`config.mk`:
```
export PLATFORM = sky130hd
export DESIGN_NAME = sys_state_regs
export DESIGN_NICKNAME = d
export VERILOG_FILES = /design/src/rtl/sys_state_pkg.sv /design/src/rtl/sys_state_arb.sv /design/src/rtl/sys_state_status.sv /design/src/rtl/sys_state_capture.sv /design/src/rtl/sys_state_redirect.sv /design/src/rtl/sys_state_regs.sv
export SDC_FILE = /design/constraint.sdc
export NUM_CORES = 1
export LEC_CHECK = 0
export ABC_AREA = 1
export BUFFER_PORTS_ARGS = -buffer_cell sky130_fd_sc_hd__buf_2
export CAP_MARGIN = 10
export CELL_PAD_IN_SITES_DETAIL_PLACEMENT = 2
export CELL_PAD_IN_SITES_GLOBAL_PLACEMENT = 2
export CORE_MARGIN = 3
export CORE_UTILIZATION = 29
export DETAILED_ROUTE_END_ITERATION = 12
export GPL_TIMING_DRIVEN = 0
export PLACE_DENSITY = 0.91
export SLEW_MARGIN = 40
export SYNTH_ARGS = -nofsm -noshare
export SYNTH_HDL_FRONTEND = slang
export SYNTH_HIERARCHICAL = 1
export SYNTH_SLANG_ARGS = --single-unit
```
`constraint.sdc`:
```
create_clock -name clk -period 4.65 [get_ports clk]
set_input_delay 1.1625 -clock clk [delete_from_list [all_inputs] [get_ports clk]]
set_output_delay 1.1625 -clock clk [all_outputs]
set_load 0.02 [all_outputs]
```
`src/rtl/sys_state_pkg.sv`:
```
// Shared definitions for the status and exception control registers.
// Assumes status bit positions are counted from the least significant bit.
package sys_state_pkg;

    typedef enum logic [2:0] {
        OP_MOVE_TO   = 3'd0,
        OP_MOVE_FROM = 3'd1,
        OP_READ_SET  = 3'd2,
        OP_READ_CLR  = 3'd3,
        OP_RET_INT   = 3'd4,
        OP_RET_BRK   = 3'd5,
        OP_RET_EXC   = 3'd6,
        OP_NONE      = 3'd7
    } op_e;

    // Implemented status flag positions
    localparam int BIT_IE  = 1;
    localparam int BIT_BRK = 3;
    localparam int BIT_EXC = 9;

    // Special-register addresses
    localparam int SEL_STATUS = 'h0001;
    localparam int SEL_FAULT  = 'h0003;
    localparam int SEL_CAUSE  = 'h0005;
    localparam int SEL_TARGET = 'h000B;

    // One-hot winner of the per-cycle arbitration
    typedef struct packed {
        logic exc;
        logic brk;
        logic irq;
        logic op;
    } evt_t;

endpackage

```
`src/rtl/sys_state_arb.sv`:
```
// Picks at most one winner per cycle: exception, break, honoured interrupt,
// then the decoded operation. Assumes the trap strobes are single-cycle.
module sys_state_arb
    import sys_state_pkg::*;
(
    input  logic exc_take,
    input  logic brk_take,
    input  logic irq_take,
    input  logic ie_now,
    input  logic op_en,
    output evt_t evt
);

    // Fixed-priority selection; interrupts are masked by the enable flag
    always_comb begin
        evt = '0;
        if (exc_take)
            evt.exc = 1'b1;
        else if (brk_take)
            evt.brk = 1'b1;
        else if (irq_take && ie_now)
            evt.irq = 1'b1;
        else if (op_en)
            evt.op = 1'b1;
    end

endmodule

```
`src/rtl/sys_state_status.sv`:
```
// Status word: holds the three implemented flags and applies trap entries,
// moves, masked read-modify operations and returns. Assumes evt is one-hot.
module sys_state_status
    import sys_state_pkg::*;
#(
    parameter int DATA_W = 32,
    parameter int IMM_W  = 16
) (
    input  logic              clk,
    input  logic              rst_n,
    input  evt_t              evt,
    input  op_e               op,
    input  logic              wr_status,
    input  logic [DATA_W-1:0] src_val,
    input  logic [IMM_W-1:0]  imm_val,
    output logic [DATA_W-1:0] status_q
);

    localparam logic [DATA_W-1:0] IMPL =
        DATA_W'((1 << BIT_IE) | (1 << BIT_BRK) | (1 << BIT_EXC));

    logic [DATA_W-1:0] mask_ext;
    logic [DATA_W-1:0] status_nxt;

    // Immediate mask restricted to implemented positions
    assign mask_ext = DATA_W'(imm_val) & IMPL;

    // Next-state selection for the status word
    always_comb begin
        status_nxt = status_q;
        if (evt.exc) begin
            status_nxt[BIT_EXC] = 1'b1;
        end else if (evt.brk) begin
            status_nxt[BIT_BRK] = 1'b1;
        end else if (evt.irq) begin
            status_nxt[BIT_IE] = 1'b0;
        end else if (evt.op) begin
            case (op)
                OP_MOVE_TO:  if (wr_status) status_nxt = src_val & IMPL;
                OP_READ_SET: status_nxt = status_q | mask_ext;
                OP_READ_CLR: status_nxt = status_q & ~mask_ext;
                OP_RET_INT:  status_nxt[BIT_IE]  = 1'b1;
                OP_RET_BRK:  status_nxt[BIT_BRK] = 1'b0;
                OP_RET_EXC:  status_nxt[BIT_EXC] = 1'b0;
                default:     status_nxt = status_q;
            endcase
        end
    end

    // Status register with synchronous clear
    always_ff @(posedge clk) begin
        if (!rst_n)
            status_q <= '0;
        else
            status_q <= status_nxt;
    end

endmodule

```
`src/rtl/sys_state_capture.sv`:
```
// Captures cause, faulting address and (optionally) delay-slot branch target
// on exception entry. Assumes take_exc is already arbitrated.
module sys_state_capture #(
    parameter int DATA_W   = 32,
    parameter int CAUSE_W  = 5,
    parameter int SLOT_BIT = 12,
    parameter bit HAS_SLOT = 1'b1
) (
    input  logic               clk,
    input  logic               rst_n,
    input  logic               take_exc,
    input  logic [CAUSE_W-1:0] code,
    input  logic               in_slot,
    input  logic [DATA_W-1:0]  fault_addr,
    input  logic [DATA_W-1:0]  slot_target,
    output logic [DATA_W-1:0]  cause_q,
    output logic [DATA_W-1:0]  fault_q,
    output logic [DATA_W-1:0]  target_q
);

    logic [DATA_W-1:0] cause_nxt;

    // Assemble the cause word: code in the low bits, slot flag at SLOT_BIT
    always_comb begin
        cause_nxt = '0;
        cause_nxt[CAUSE_W-1:0] = code;
        cause_nxt[SLOT_BIT] = in_slot;
    end

    // Cause and fault-address registers load on every exception entry
    always_ff @(posedge clk) begin
        if (!rst_n) begin
            cause_q <= '0;
            fault_q <= '0;
        end else if (take_exc) begin
            cause_q <= cause_nxt;
            fault_q <= fault_addr;
        end
    end

    generate
        if (HAS_SLOT) begin : g_slot
            // Slot target loads only for faults inside a delay slot
            always_ff @(posedge clk) begin
                if (!rst_n)
                    target_q <= '0;
                else if (take_exc && in_slot)
                    target_q <= slot_target;
            end
        end else begin : g_no_slot
            assign target_q = '0;
        end
    endgenerate

endmodule

```
`src/rtl/sys_state_redirect.sv`:
```
// Registered fetch redirect: trap vectors, return targets, restart on reset.
// Assumes evt is one-hot and op carries the decoded operation.
module sys_state_redirect
    import sys_state_pkg::*;
#(
    parameter int                DATA_W  = 32,
    parameter int                IMM_W   = 16,
    parameter logic [DATA_W-1:0] RST_VEC = '0,
    parameter logic [DATA_W-1:0] IRQ_VEC = DATA_W'(32'h10),
    parameter logic [DATA_W-1:0] BRK_VEC = DATA_W'(32'h18),
    parameter logic [DATA_W-1:0] EXC_VEC = DATA_W'(32'h20)
) (
    input  logic              clk,
    input  logic              rst_n,
    input  evt_t              evt,
    input  op_e               op,
    input  logic [DATA_W-1:0] src_val,
    input  logic [IMM_W-1:0]  imm_val,
    output logic              valid_q,
    output logic [DATA_W-1:0] addr_q
);

    localparam int EXT_W = DATA_W - IMM_W;

    logic              valid_nxt;
    logic [DATA_W-1:0] addr_nxt;
    logic [DATA_W-1:0] ret_target;
    logic              is_ret;

    // Return target: base plus sign-extended offset
    assign ret_target = src_val + {{EXT_W{imm_val[IMM_W-1]}}, imm_val};
    assign is_ret = (op == OP_RET_INT) || (op == OP_RET_BRK) || (op == OP_RET_EXC);

    // Choose the redirect for this cycle's winning event
    always_comb begin
        valid_nxt = 1'b0;
        addr_nxt  = '0;
        if (evt.exc) begin
            valid_nxt = 1'b1;
            addr_nxt  = EXC_VEC;
        end else if (evt.brk) begin
            valid_nxt = 1'b1;
            addr_nxt  = BRK_VEC;
        end else if (evt.irq) begin
            valid_nxt = 1'b1;
            addr_nxt  = IRQ_VEC;
        end else if (evt.op && is_ret) begin
            valid_nxt = 1'b1;
            addr_nxt  = ret_target;
        end
    end

    // Redirect register; reset requests a restart at RST_VEC
    always_ff @(posedge clk) begin
        if (!rst_n) begin
            valid_q <= 1'b1;
            addr_q  <= RST_VEC;
        end else begin
            valid_q <= valid_nxt;
            addr_q  <= addr_nxt;
        end
    end

endmodule

```
`src/rtl/sys_state_regs.sv`:
```
// Top of the status and exception control registers. Arbitrates trap entries
// against the decoded special-register operation, holds the status, cause,
// fault-address and slot-target words, and issues fetch redirects.
// Assumes one operation per cycle and single-cycle trap strobes.
module sys_state_regs
    import sys_state_pkg::*;
#(
    parameter int                DATA_W   = 32,
    parameter int                IMM_W    = 16,
    parameter int                ADDR_W   = 14,
    parameter int                CAUSE_W  = 5,
    parameter int                SLOT_BIT = 12,
    parameter bit                HAS_SLOT = 1'b1,
    parameter logic [DATA_W-1:0] RST_VEC  = '0,
    parameter logic [DATA_W-1:0] IRQ_VEC  = DATA_W'(32'h10),
    parameter logic [DATA_W-1:0] BRK_VEC  = DATA_W'(32'h18),
    parameter logic [DATA_W-1:0] EXC_VEC  = DATA_W'(32'h20)
) (
    input  logic               clk,
    input  logic               rst_n,
    input  logic               op_en,
    input  logic [2:0]         op_sel,
    input  logic [ADDR_W-1:0]  reg_addr,
    input  logic [DATA_W-1:0]  src_val,
    input  logic [IMM_W-1:0]   imm_val,
    input  logic               exc_take,
    input  logic [CAUSE_W-1:0] exc_code,
    input  logic               exc_in_slot,
    input  logic [DATA_W-1:0]  exc_fault_addr,
    input  logic [DATA_W-1:0]  exc_slot_target,
    input  logic               irq_take,
    input  logic               brk_take,
    output logic [DATA_W-1:0]  rd_data,
    output logic [DATA_W-1:0]  status_flags,
    output logic               redirect_valid,
    output logic [DATA_W-1:0]  redirect_addr
);

    op_e               op;
    evt_t              evt;
    logic              wr_status;
    logic [DATA_W-1:0] cause_w;
    logic [DATA_W-1:0] fault_w;
    logic [DATA_W-1:0] target_w;
    logic [DATA_W-1:0] sel_word;

    assign op        = op_e'(op_sel);
    assign wr_status = (reg_addr == ADDR_W'(SEL_STATUS));

    sys_state_arb u_arb (
        .exc_take (exc_take),
        .brk_take (brk_take),
        .irq_take (irq_take),
        .ie_now   (status_flags[BIT_IE]),
        .op_en    (op_en),
        .evt      (evt)
    );

    sys_state_status #(.DATA_W(DATA_W), .IMM_W(IMM_W)) u_status (
        .clk       (clk),
        .rst_n     (rst_n),
        .evt       (evt),
        .op        (op),
        .wr_status (wr_status),
        .src_val   (src_val),
        .imm_val   (imm_val),
        .status_q  (status_flags)
    );

    sys_state_capture #(
        .DATA_W(DATA_W), .CAUSE_W(CAUSE_W), .SLOT_BIT(SLOT_BIT), .HAS_SLOT(HAS_SLOT)
    ) u_capture (
        .clk         (clk),
        .rst_n       (rst_n),
        .take_exc    (evt.exc),
        .code        (exc_code),
        .in_slot     (exc_in_slot),
        .fault_addr  (exc_fault_addr),
        .slot_target (exc_slot_target),
        .cause_q     (cause_w),
        .fault_q     (fault_w),
        .target_q    (target_w)
    );

    sys_state_redirect #(
        .DATA_W(DATA_W), .IMM_W(IMM_W), .RST_VEC(RST_VEC),
        .IRQ_VEC(IRQ_VEC), .BRK_VEC(BRK_VEC), .EXC_VEC(EXC_VEC)
    ) u_redirect (
        .clk     (clk),
        .rst_n   (rst_n),
        .evt     (evt),
        .op      (op),
        .src_val (src_val),
        .imm_val (imm_val),
        .valid_q (redirect_valid),
        .addr_q  (redirect_addr)
    );

    // Address decode for move-from; undecoded addresses read zero
    always_comb begin
        sel_word = '0;
        if (reg_addr == ADDR_W'(SEL_STATUS))
            sel_word = status_flags;
        else if (reg_addr == ADDR_W'(SEL_FAULT))
            sel_word = fault_w;
        else if (reg_addr == ADDR_W'(SEL_CAUSE))
            sel_word = cause_w;
        else if (reg_addr == ADDR_W'(SEL_TARGET))
            sel_word = target_w;
    end

    // Read port: old status for read-modify, decoded word for move-from
    always_comb begin
        rd_data = '0;
        if (evt.op) begin
            case (op)
                OP_MOVE_FROM:             rd_data = sel_word;
                OP_READ_SET, OP_READ_CLR: rd_data = status_flags;
                default:                  rd_data = '0;
            endcase
        end
    end

endmodule

```
; Word-level counts from Yosys, hierarchy flattened
; Cells that the tools add are included.
[totals]
ff_bits = 135
latch_bits = 0
output_inout_bits = 97
memories = 0
rom_bits = 0
ram_bits = 0
[classes]
n_reduce_logical = 21
mux = 36
n_shift = 0
n_addsub = 1
magnitude_cmp = 0
div = 0
bitwise = 8
n_eq_ne = 17
mul = 0
[ops]
columns = operator, n
row1 = 32-bit two-way mux, 10
row2 = 22-bit one-hot mux with 3 select lines, 1
row3 = 32-bit one-hot mux with 2 select lines, 1
row4 = 32-bit adder, 1
row5 = 32-bit bitwise AND, 1
row6 = 10-bit NOT with 32-bit output, 1
row7 = 32-bit by 10-bit OR with 32-bit output, 1
row8 = 6-bit two-way mux, 5
row9 = 5-bit one-hot mux with 3 select lines, 1
row10 = 5-bit AND reduction, 3
row11 = 5-bit nonzero test, 3
row12 = 14-bit by 1-bit == test with 1-bit output (second input constant), 1
row13 = 14-bit by 2-bit == test with 1-bit output (second input constant), 1
row14 = 14-bit by 3-bit == test with 1-bit output (second input constant), 1
row15 = 14-bit by 4-bit == test with 1-bit output (second input constant), 1
row16 = 1-bit one-hot mux with 4 select lines, 3
row17 = 10-bit two-way mux, 1
row18 = 3-bit == test (second input constant), 3
row19 = 1-bit two-way mux, 9
row20 = 8-bit two-way mux, 1
row21 = 3-bit by 2-bit == test with 1-bit output (second input constant), 2
row22 = 2-bit by 1-bit != test with 1-bit output (second input constant), 3
row23 = 6-bit != test (second input constant), 1
row24 = 1-bit one-hot mux with 3 select lines, 2
row25 = other kinds (16), 26

; Logic depth before layout (Yosys ltp)
[logic_depth]
depth_word = 13
mapped_depth = 14
ltp_nobuf = 13

; By module
; The synthesis kept the hierarchy.
[modules_own_cells]
columns = mod, area_per_inst_um2, seq_area_each_um2, n_inst, cells_each
row1 = sys_state_redirect, 3299.4, 660.6, 1, 588
row2 = sys_state_capture, 2830.2, 1401.3, 1, 395
row3 = sys_state_regs, 1833.0, 0.0, 1, 392
row4 = sys_state_status, 730.7, 200.2, 1, 117
row5 = sys_state_arb, 42.5, 0.0, 1, 9

; Least setup slack after synthesis
; Ideal clock, no wire load.
[synth_path]
kind = input port to output port
startpoint = input port reg_addr[9]
endpoint = output port rd_data[12]
cell_stages = 8
slack_ns = 1.113
t_required_ns = 3.488
t_arrival_ns = 2.375
path_buffers = 2
path_cell_list = or2_4 > nor2_8 > buf_6 > buf_6 > nand4_1 > nand2_1 > o21ai_1 > a21oi_1
[synth_between]
elab_chain_cells = 7
elab_cells_between_ends = 10
classes_between = 4 x eq/ne / 6 x mux
[synth_lines]
columns = item, line_no
row1 = "start, declared", sys_state_regs.sv:23  ; input logic [ADDR_W-1:0] reg_addr,
row2 = 14-bit by 4-bit == test with 1-bit output, sys_state_regs.sv:108  ; else if (reg_addr == ADDR_W'(SEL_TARGET))
row3 = 32-bit two-way mux, sys_state_regs.sv:108
row4 = 32-bit two-way mux, sys_state_regs.sv:106  ; else if (reg_addr == ADDR_W'(SEL_CAUSE))
row5 = 32-bit two-way mux, sys_state_regs.sv:104  ; else if (reg_addr == ADDR_W'(SEL_FAULT))
row6 = 32-bit two-way mux *, sys_state_regs.sv:102  ; if (reg_addr == ADDR_W'(SEL_STATUS))
row7 = 32-bit one-hot mux with 2 select lines *, sys_state_regs.sv:116  ; case (op)
row8 = 32-bit two-way mux *, sys_state_regs.sv:115  ; if (evt.op) begin
row9 = "end, declared", sys_state_regs.sv:33  ; output logic [DATA_W-1:0] rd_data,
; Every way passes the cells marked *; elsewhere a longest branch is shown, timed or not.

; Worst setup path in the final report
[layout_path]
startpoint = input port reg_addr[5]
endpoint = output port rd_data[12]
; The elaborated chain is that of the path after synthesis.

==> impl_metrics.toml <==
[sta]
hold_viol = 0
min_period_over_period_pct = 90.50
relSlewSlack_pct = 54.45
timing.fmax_ghz = 0.2376
skew_ns = 0.01661
fin_setup_tns_ns = 0
setup_viol = 0
timing.final.ws_setup_ns = 0.4416
final_max_slew_viol_count = 0
worst_pin_slew_ns = 0.6777
fin_crit_ns = 4.208
rsz0062_at_grt = "false"

[placement]
dpl_cell_area_um2 = 10470
port_buffers = 215
dp.cells = 2146
place.gp.congestion = 0.8605
place_worst_setup_slack_ns = 0.5453
dp_hpwl_um = 32710

[detailed_routing]
wire_per_inst_um = 22.29
drtAntennaViolNets = 0
drcViolationCount = 0
drtIter0Drc = 634
via_per_inst = 5.143
drtPass1Iterations = 4
drt-total-wl_um = 48740
dr_total_vias = 11250

[logic_synthesis]
ys_seq_elements = 113
syn_area_um2 = 8736
synth_cells = 1501
synth_cell_type_count = 37
yosysWarnings = 6
synthTopCellsByArea = "dfxtp_1, nand2_1, nor2_1, inv_1, nand3_1"
async_flop_share_pct = 0
synth_seq_area_share_pct = 25.90
syn_area_per_cell_um2 = 5.820
synth_top_area_cell = "dfxtp_1"
synth.top_cell.area_share_pct = 25.90
synth_ff_type = "dfxtp_1"
synth_edf_count = 0

[power_and_ir_drop]
p_leak_nw = 6.390
power_per_cell_area_nw_per_um2 = 286.5
total_power_mw = 3.174
ir_drop_uv = 289.4

[finish]
areaGrowthSynthToFinish_pct = 26.81
mostFrequentLayoutCell = "nand2_1"
finalInstanceArea_um2 = 11080
fillCellCount = 3765
drive_above_1_share_pct = 21.29
finalNonFillerCells = 2187
layout_common_cells = "nand2_1, buf_2, nor2_1"
fin_nets = 1954

[critical_path]
arrival_ns = 3.05
required_ns = 3.49
startpoint_type = "primary input"
endpoint_kind = "primary output"
worst-setup-path-type = "in -> out"
critical_path_peak_fanout = 10

[clocking]
cts_root_buf = "clkbuf_16"
cts_buffer_depth = 2
clk_pin_slew_worst_paths_ns = 0.07
postCtsSetupBuffers = 0
cts_sinks = 113
cts_hold_buf = 0
cts_inserted_buffers = 17
cts_tree = "built"
cts_resized = 0
cts.htree.levels = 4
clk_latency_ns = 0.46

[die]
fp.dieW_um = 179.6
ios = 238
dieArea_um2 = 32240
num_rows = 62
coreArea_um2 = 29170
die_h_um = 179.6
start_util_pct = 29.95

[grt]
grt_pass1_wl_um = 74810
grt_overflow_total = 0
grt.total_usage_pct = 29.10
grt_max_degree = 18
antenna_found_initial = 13
grt_pass1_vias = 13050

[status]
status = "complete, no violations"

[flow_run]
drv_cap = 0

[hold_path]
hold_path_class = "reg -> reg"
[path summary, 6_finish.rpt]
check / startpoint / endpoint / slack (ns) / cells after the start
min reg2reg: u_status/status_q[6]$_SDFFE_PN0P_ / u_status/status_q[6]$_SDFFE_PN0P_ / 0.52 / 2
min: u_status/status_q[6]$_SDFFE_PN0P_ / u_status/status_q[6]$_SDFFE_PN0P_ / 0.52 / 2
max reg2reg: u_status/status_q[1]$_SDFFE_PN0P_ / u_redirect/addr_q[27]$_SDFF_PP0_ / 2.41 / 10
max: reg_addr[5] / rd_data[12] / 0.44 / 10
[cell usage after synthesis, types with 2 or more instances]
cell      count
nand3_2       5
buf_6         8
xnor2_1       2
nor3_1        2
nand3_1     107
o21a_1        2
clkbuf_1     23
nor2_1      228
o21ai_1      62
nand2_2      16
a21oi_1      74
buf_4        54
buf_1         2
ha_1         31
inv_2         9
o21ai_0      49
and2_1        3
buf_2        25
dfxtp_1     113
xor2_1        2
nor3_2        6
conb_1        2
nand2_1     421
nand4_1      36
inv_1       198
o21bai_1      3
nor2_2        8
[area by class of cell]
class                   instances  area [um2]  area share (%)
multi-input cells            1115        5161           46.59
flip-flops and latches        113        2262           20.42
repair buffers                215        1076           9.713
inverters                     207       777.0           7.014
plain buffers                 112       714.4           6.449
well taps                     384       480.5           4.337
clock buffers                  17       425.4           3.840
clock inverters                15       158.9           1.434
diodes                          9       22.52          0.2033
[flip-flops by register name, summed over array words and instances, names as in the netlist]
signal and flops:
u_capture/cause_q 6, u_capture/fault_q 32, u_capture/target_q 32, u_redirect/addr_q 32, u_redirect/valid_q 1, u_status/status_q 10
[cells by family after synthesis]
family	Yosys count	share of synthesized area [%]
AND/OR/NAND/NOR	837	40.50
AO/OA/AOI/OAI	194	11.37
XOR/XNOR	4	0.4011
other	2	0.08597
flip-flops	113	25.90
adder cells (fa/ha/maj)	32	4.669
buffers and inverters	319	17.07
[per-stage QoR]
stage / hold WS (ns) / utilization (%)
after floorplan: 0.4385 / -
after global placement: 0.4574 / 35.88
after detailed placement: 0.4804 / 35.90
after CTS: 0.5216 / 37.90
after global routing: 0.5315 / 37.98
final: 0.5157 / 37.98
[critical path: stages]
cell and delay, ns:
buf_2 0.08, nor2_1 0.04, nand2_1 0.26, nor2_1 0.14
nand2_2 0.20, clkbuf_1 0.49, nand2_1 0.14, o21ai_1 0.24
a21oi_1 0.10, buf_2 0.19
[routing by layer]
| layer | GRT usage, % | vias up | routed length [um] |
|---|---|---|---|
| met4 | 14.73 | 8 | 2370 |
| met2 | 52.16 | 404 | 24860 |
| met1 | 32.45 | 5529 | 19310 |
| met5 | 0 | - | 61 |
| met3 | 6.225 | 150 | 2135 |
| li1 | - | 5157 | - |
[where the power goes]
group	switching (mW)	total (mW)	internal (mW)
sequential	0.0318	1.05	1.01
combinational	0.493	0.722	0.229
clock	0.614	1.41	0.792
total	1.14	3.17	2.04
Power figures use the tool's default switching activity.
